==> config.mk <==
export PLATFORM = sky130hd
export DESIGN_NAME = mmap_decoder
export DESIGN_NICKNAME = d
export VERILOG_FILES = /design/src/rtl/mmap_pkg.sv /design/src/rtl/mmap_mode_ctrl.sv /design/src/rtl/mmap_region_path.sv /design/src/rtl/mmap_decoder.sv
export SDC_FILE = /design/constraint.sdc
export NUM_CORES = 1
export LEC_CHECK = 0
export BUFFER_PORTS_ARGS = -buffer_cell sky130_fd_sc_hd__buf_2
export CAP_MARGIN = 30
export CORE_UTILIZATION = 30
export CTS_CLUSTER_DIAMETER = 30
export DETAILED_ROUTE_END_ITERATION = 8
export GPL_TIMING_DRIVEN = 0
export PLACE_DENSITY = 0.76
export SLEW_MARGIN = 20
export SYNTH_ARGS = -nofsm -noshare
export SYNTH_HDL_FRONTEND = slang
export SYNTH_SLANG_ARGS = --single-unit
==> constraint.sdc <==
create_clock -name clk -period 1.7 [get_ports clk]
set_input_delay 0.255 -clock clk [delete_from_list [all_inputs] [get_ports clk]]
set_output_delay 0.255 -clock clk [all_outputs]
set_load 0.02 [all_outputs]
==> src/rtl/mmap_pkg.sv <==
package mmap_pkg;
  localparam int ADDR_W     = 16;
  localparam int NUM_ONCHIP = 4;

  typedef logic [1:0] mode_t;
  localparam mode_t MODE_SINGLE   = 2'b10;
  localparam mode_t MODE_EXPANDED = 2'b11;
  localparam mode_t MODE_BOOT     = 2'b00;
  localparam mode_t MODE_TEST     = 2'b01;

  // Window base and size-minus-one; index is the select bit position.
  localparam logic [NUM_ONCHIP-1:0][ADDR_W-1:0] WIN_BASE =
    {16'hD000, 16'hB600, 16'h1000, 16'h0000};
  localparam logic [NUM_ONCHIP-1:0][ADDR_W-1:0] WIN_SPAN =
    {16'h2FFF, 16'h01FF, 16'h003F, 16'h01FF};

  typedef struct packed {
    logic capture;   // reset held: clear outputs, sample pins
    logic routeExt;  // gaps go to the external bus
    logic flagGaps;  // gaps raise the unmapped flag
  } ctrl_t;
endpackage

==> src/rtl/mmap_mode_ctrl.sv <==
module mmap_mode_ctrl
  import mmap_pkg::*;
(
  input  logic  clk,
  input  logic  rstN,
  input  logic  modeA,
  input  logic  modeB,
  output mode_t modeCode,
  output ctrl_t ctrl
);
  mode_t modeQ;

  always_ff @(posedge clk) begin
    if (!rstN) modeQ <= {modeB, modeA};
  end

  always_comb begin
    ctrl.capture  = !rstN;
    ctrl.routeExt = (modeQ == MODE_EXPANDED);
    ctrl.flagGaps = (modeQ != MODE_EXPANDED);
  end

  assign modeCode = modeQ;
endmodule

==> src/rtl/mmap_region_path.sv <==
module mmap_region_path
  import mmap_pkg::*;
#(
  parameter int AW   = ADDR_W,
  parameter int NWIN = NUM_ONCHIP
)(
  input  logic          clk,
  input  logic [AW-1:0] addr,
  input  logic          rdWr,
  input  ctrl_t         ctrl,
  output logic [NWIN:0] regionSel,
  output logic          extEnable,
  output logic          extRdWr,
  output logic          unmappedHit
);
  logic [NWIN-1:0] winHit;
  logic            anyHit;
  logic            gapExt;

  for (genvar i = 0; i < NWIN; i++) begin : g_win
    logic [AW-1:0] offset;
    assign offset    = addr - WIN_BASE[i];
    assign winHit[i] = (offset <= WIN_SPAN[i]);
  end

  assign anyHit = |winHit;
  assign gapExt = !anyHit && ctrl.routeExt;

  always_ff @(posedge clk) begin
    if (ctrl.capture) begin
      regionSel   <= '0;
      extEnable   <= 1'b0;
      extRdWr     <= 1'b1;
      unmappedHit <= 1'b0;
    end else begin
      regionSel   <= {gapExt, winHit};
      extEnable   <= gapExt;
      extRdWr     <= gapExt ? rdWr : 1'b1;
      unmappedHit <= !anyHit && ctrl.flagGaps;
    end
  end
endmodule

==> src/rtl/mmap_decoder.sv <==
module mmap_decoder
  import mmap_pkg::*;
(
  input  logic              clk,
  input  logic              rstN,
  input  logic [ADDR_W-1:0] addr,
  input  logic              rdWr,
  input  logic              modeA,
  input  logic              modeB,
  output logic [NUM_ONCHIP:0] regionSel,
  output logic              extEnable,
  output logic              extRdWr,
  output logic [1:0]        modeCode,
  output logic              unmappedHit
);
  ctrl_t ctrl;

  mmap_mode_ctrl u_ctrl (
    .clk(clk), .rstN(rstN), .modeA(modeA), .modeB(modeB),
    .modeCode(modeCode), .ctrl(ctrl)
  );

  mmap_region_path #(.AW(ADDR_W), .NWIN(NUM_ONCHIP)) u_path (
    .clk(clk), .addr(addr), .rdWr(rdWr), .ctrl(ctrl),
    .regionSel(regionSel), .extEnable(extEnable), .extRdWr(extRdWr),
    .unmappedHit(unmappedHit)
  );
endmodule

# After elaboration in Yosys (flattened, before gate mapping)

Index checks and enable logic that the tools add are counted.

$lt $le $gt $ge: 4
Equal/unequal tests: 2
$add $sub $neg: 3
Reductions and logical operators: 5

Operators with widths:

| kind                                                                                | number |
|---|---|
| 16-bit by 9-bit less-or-equal comparator with 1-bit output (second input constant)  | 2 |
| 16-bit subtractor (second input constant)                                           | 2 |
| 16-bit by 14-bit less-or-equal comparator with 1-bit output (second input constant) | 1 |
| 16-bit by 6-bit less-or-equal comparator with 1-bit output (second input constant)  | 1 |
| 16-bit by 13-bit subtractor with 16-bit output (second input constant)              | 1 |
| 4-bit OR reduction                                                                  | 1 |
| 2-bit equality test (second input constant)                                         | 1 |
| 1-bit logical AND                                                                   | 2 |
| 2-bit inequality test (second input constant)                                       | 1 |
| 2-bit AND reduction                                                                 | 1 |
| 1-bit zero test                                                                     | 1 |

Word-level logic and storage cells: 19
Input port bits: 21
Bits in registers: 10
Output and inout bits: 10

# Logic depth before layout (Yosys ltp)

Depth in word-level cells: 6
Gate-level depth with buffers: 4
Depth with buffers taken out: 4

# Modules after synthesis

Synthesis repeated with hierarchy kept, for this count alone.

Cells, all modules: 40
Area, all modules: 440.4 µm²

Modules (own cells, without submodules):

| module           | seq. area each (µm²) | cells an instance | area each (µm²) | times used |
|---|---|---|---|---|
| mmap_region_path | 140.1                | 35                | 366.6           | 1 |
| mmap_mode_ctrl   | 60.1                 | 5                 | 73.8            | 1 |

# Worst setup path before layout

Ideal clock, no wire load.

Kind: input port to flip-flop
From: input port addr[9]
To: register u_path.extRdWr
Arrival time: 1.256 ns
Stages on the path: 4
Setup time: 0.134 ns
Path slack: 0.310 ns
Data required time: 1.566 ns
Path buffers: 0
Cells stage by stage: ha_1 -> xnor2_1 -> a2111oi_4 -> or4b_1

Word-level cells in the longest chain between the ends: 6
Elaborated cells between the ends (all ways): 11
Those cells by class: 3 x add/sub; 4 x order compare; 4 x reduce/logical

RTL lines:

| item                                                                                | line                   | text |
|---|---|---|
| start: declaration                                                                  | mmap_decoder.sv:6      | `input logic [ADDR_W-1:0] addr,` |
| 16-bit by 13-bit subtractor with 16-bit output or 16-bit subtractor (tied branches) | mmap_region_path.sv:22 | `assign offset = addr - WIN_BASE[i];` |
| 16-bit by 6-bit less-or-equal comparator with 1-bit output (tied with other cells)  | mmap_region_path.sv:23 | `assign winHit[i] = (offset <= WIN_SPAN[i]);` |
| 4-bit OR reduction (*)                                                              | mmap_region_path.sv:26 | `assign anyHit = \|winHit;` |
| 1-bit zero test (*)                                                                 | mmap_region_path.sv:27 | `assign gapExt = !anyHit && ctrl.routeExt;` |
| 1-bit logical AND (*)                                                               | mmap_region_path.sv:27 |  |
| 2-bit AND reduction (no source line) (*)                                            | n/a                    |  |
| end signal: assignment                                                              | mmap_region_path.sv:38 | `extRdWr <= gapExt ? rdWr : 1'b1;` |
| end: declaration                                                                    | mmap_region_path.sv:13 | `output logic extRdWr,` |

Mark *: on every way between the ends. The rest lies on a longest branch, timed or not.
A chain may end at the register's enable or synchronous reset.

# Worst setup path after layout

Same ends and word-level chain as after synthesis.

==> reports/results.tsv <==
stage	metric	value	unit
status	outcome	complete, no violations	
min_path	HP Start	modeB	
clocking	CTS resizes	0	
critical_path	Setup crit start kind	primary input	
placement	IO Port Bufs	24	
layout	Fill cells	122	
floorplanning	core area	0.00117	mm²
logic_synthesis	Syn Area/Cell	10.2	µm²
timing	Hold Fails Final Rpt	0	
logic_synthesis	Yosys reg bits	9	
logic_synthesis	Syn. warnings	0	
grt	met1 usage	14.9	%
critical_path	CP cell instances	buf_2, ha_1, xnor2_1, a2111oi_4, or4b_1	
clocking	htree depth	1	
clocking	Worst-path clk slew	60	ps
layout	nets	90	
logic_synthesis	Yosys top cell by area	dfxtp_1	
grt	met3 usage in global routing	6.98	%
layout	fin util	48.1	%
route	iteration-0 DRC count of the detailed router	6	
logic_synthesis	count leader, synth	dfxtp_1	
layout	FF+latch area	200	µm²
clocking	cts bufs inserted	3	
grt	first-pass GRT wire length	1210	µm
clocking	CTS Root Buffer Type	clkbuf_4	
logic_synthesis	Post-Synthesis Cells	39	
floorplanning	boundary pin count	31	
logic_synthesis	share of the synthesized area in the top cell type	35.1	%
placement	Placed Instances	77	
logic_synthesis	FFs w/ async S/R, synth	0	%
timing	Final setup viols	0	
timing	Slew @ Worst Pin	347	ps
layout	Layout area overhead	41.1	%
route	ANT nets after route	0	
grt	largest net degree at the start of global routing	7	
critical_path	r2r startpoint	u_ctrl.modeCode[0]	
clocking	CTS tree	yes	
min_path	worst hold path class	primary input to flop	
clocking	worst-skew pair later-pin latency	250	ps
job	Max Cap Viol	0	
critical_path	Worst R2R Path Depth	3	
critical_path	CP delay by family, top	simple AND/OR/NAND/NOR gates	
critical_path	critical path class	primary input to flop	
floorplanning	Die ar.	0.00148	mm²
pwr	PD cells	822	mW/mm²
logic_synthesis	Mapped Area	399	µm²
floorplanning	Starting Density	34.1	%
grt	Tot GR Track Use	13.3	%
min_path	hold path endpoint	u_ctrl.modeCode[1]	
logic_synthesis	fraction of the yosys area taken by sequential cells	50.2	%
route	vias	383	
critical_path	worst reg2reg setup slack	630	ps
critical_path	R2R Path End	u_path.extRdWr	
grt	initial antenna violation count	0	
route	WL/cell	9.47	µm
layout	design area	563	µm²
clocking	number of buffers added for setup after CTS	0	
floorplanning	Core Rows	12	
timing	Worst Skew	3.69	ps
critical_path	Critical Path End Type	flop	
timing	slew margin rel.	76.9	%
critical_path	critical path data arrival time	1440	ps
grt	met2 Resource Use GR	18.6	%
floorplanning	Die Wd	38.5	µm
clocking	clock net sink count	9	
timing	Pins Over Slew Limit	0	
grt	number of global-route vias before repair	299	
route	routed wire length	767	µm
critical_path	worst-path maximum fanout	4	
placement	DPL Wire Length	643	µm
pwr	Lkg Pwr	0.258	nW
critical_path	CP max stage cell	or4b_1	
placement	RePlAce Congestion	0.738	
grt	total grt overflow	0	
timing	RSZ-0062 raised after global routing	false	
pwr	VDD IR max	0.000311	V
timing	Fin Setup TNS	0	ps
layout	Inserted Diodes	0	
placement	Cell Area, Placed	537	µm²
route	drt pass-1 iters	4	
logic_synthesis	Synthesized Nets	61	
logic_synthesis	Synth area leaders	dfxtp_1 (35%), edfxtp_1 (15%), a2111oi_4 (6.9%), nand2_1 (4.7%), nor2_1 (4.7%)	
timing	Fmax achieved	0.759	GHz
min_path	hold path depth	1	
route	average via count per standard cell	4.73	
floorplanning	die height	38.5	µm
layout	share of layout cells above drive strength 1	44.8	%
logic_synthesis	Post-synth top cells	dfxtp_1 (7), nand2_1 (5), nor2_1 (5)	
grt	GRT busiest layer	met2	
logic_synthesis	dominant register cell in the synthesized netlist	dfxtp_1	
timing	final cycle utilization of the critical path	77.5	%
critical_path	CP bufs+invs	1	
timing	Final Critical Period	1320	ps
critical_path	WP data required	1820	ps
logic_synthesis	Post-synth EDFFs	2	
logic_synthesis	distinct cell type count after synthesis	20	
clocking	Clock Path Buffers	2	
route	Residual DRC	0	
layout	multi-input logic area	184	µm²
clocking	hold buffers post-CTS	0	
critical_path	critical path's largest stage delay	520	ps
layout	Post-Layout Cell Count	81	
[per-layer routing]
metal	vias to the layer above	wire length, µm
li1	198	-
met1	166	333
met2	17	356
met3	2	59
met4	0	17
met5	-	0
[power breakdown]
group / total [mW] / switching [mW] / internal, mW
logic: 0.0766 / 0.0447 / 0.0320
registers: 0.231 / 0.00272 / 0.228
clock network: 0.155 / 0.0655 / 0.0898
total: 0.463 / 0.113 / 0.350
[sequential cells by signal, indices dropped and copies added (netlist names)]
register / count
u_ctrl.modeCode: 2
u_path.extEnable: 1
u_path.extRdWr: 1
u_path.regionSel: 4
u_path.unmappedHit: 1
[worst max-delay path by stage]
stage          slack (ps)     from  depth (start not counted)             end
2_1_floorplan         310  addr[9]                          4  u_path.extRdWr
3_3_place_gp          150  addr[9]                          5  u_path.extRdWr
3_5_place_dp          110  addr[9]                          5  u_path.extRdWr
4_1_cts               380  addr[9]                          5  u_path.extRdWr
5_1_grt               330  addr[9]                          5  u_path.extRdWr
6_report              380  addr[9]                          5  u_path.extRdWr
[worst reg2reg max path, cell delays in order, from the launching register on]
cell      delay, ps
edfxtp_1        340
nand2_1          80
nor2_1           80
or4b_1          430
[final cells by class]
cell class              count  area share (%)
repair buffers             24            21.3
multi-input cells          27            32.7
flip-flops and latches      9            35.6
plain buffers               1            1.33
clock buffers               4            4.67
inverters                   2            1.33
well taps                  14            3.11
[stage by stage]
stage	power [mW]	hold slack, ps	setup slack [ps]
detailed placement	0.312	434	110
CTS	0.469	167	379
global placement	0.310	432	154
global route	0.490	160	333
finish	0.463	174	382
floorplan	0.276	332	310
[layout by cell type (no fill, tap or decap)]
master | Yosys | final
a2111oi_4 | 1 | 1
a21oi_1 | 2 | 2
and2_1 | 1 | 1
buf_2 | 0 | 24
buf_4 | 1 | 1
clkbuf_1 | 0 | 1
clkbuf_4 | 0 | 3
dfxtp_1 | 7 | 7
edfxtp_1 | 2 | 2
ha_1 | 1 | 1
inv_1 | 2 | 2
nand2_1 | 5 | 5
nand3_1 | 1 | 1
nand4b_1 | 1 | 1
nor2_1 | 5 | 5
nor3_1 | 1 | 1
nor4_1 | 3 | 3
nor4b_1 | 1 | 1
o211ai_1 | 1 | 1
or3_1 | 1 | 1
or3_4 | 1 | 1
or4b_1 | 1 | 1
xnor2_1 | 1 | 1
[cell families after synthesis]
family                     after synthesis  share of synthesized area [%]
and+or+nand+nor                         21                           29.5
xor gates and xnor gates                 1                           2.19
adders and majority gates                1                           3.13
buffers and inverters                    3                           3.76
AOI/OAI and AO/OA                        4                           11.3
DFF                                      9                           50.2
Note: power is estimated with default switching activity, not from simulation.
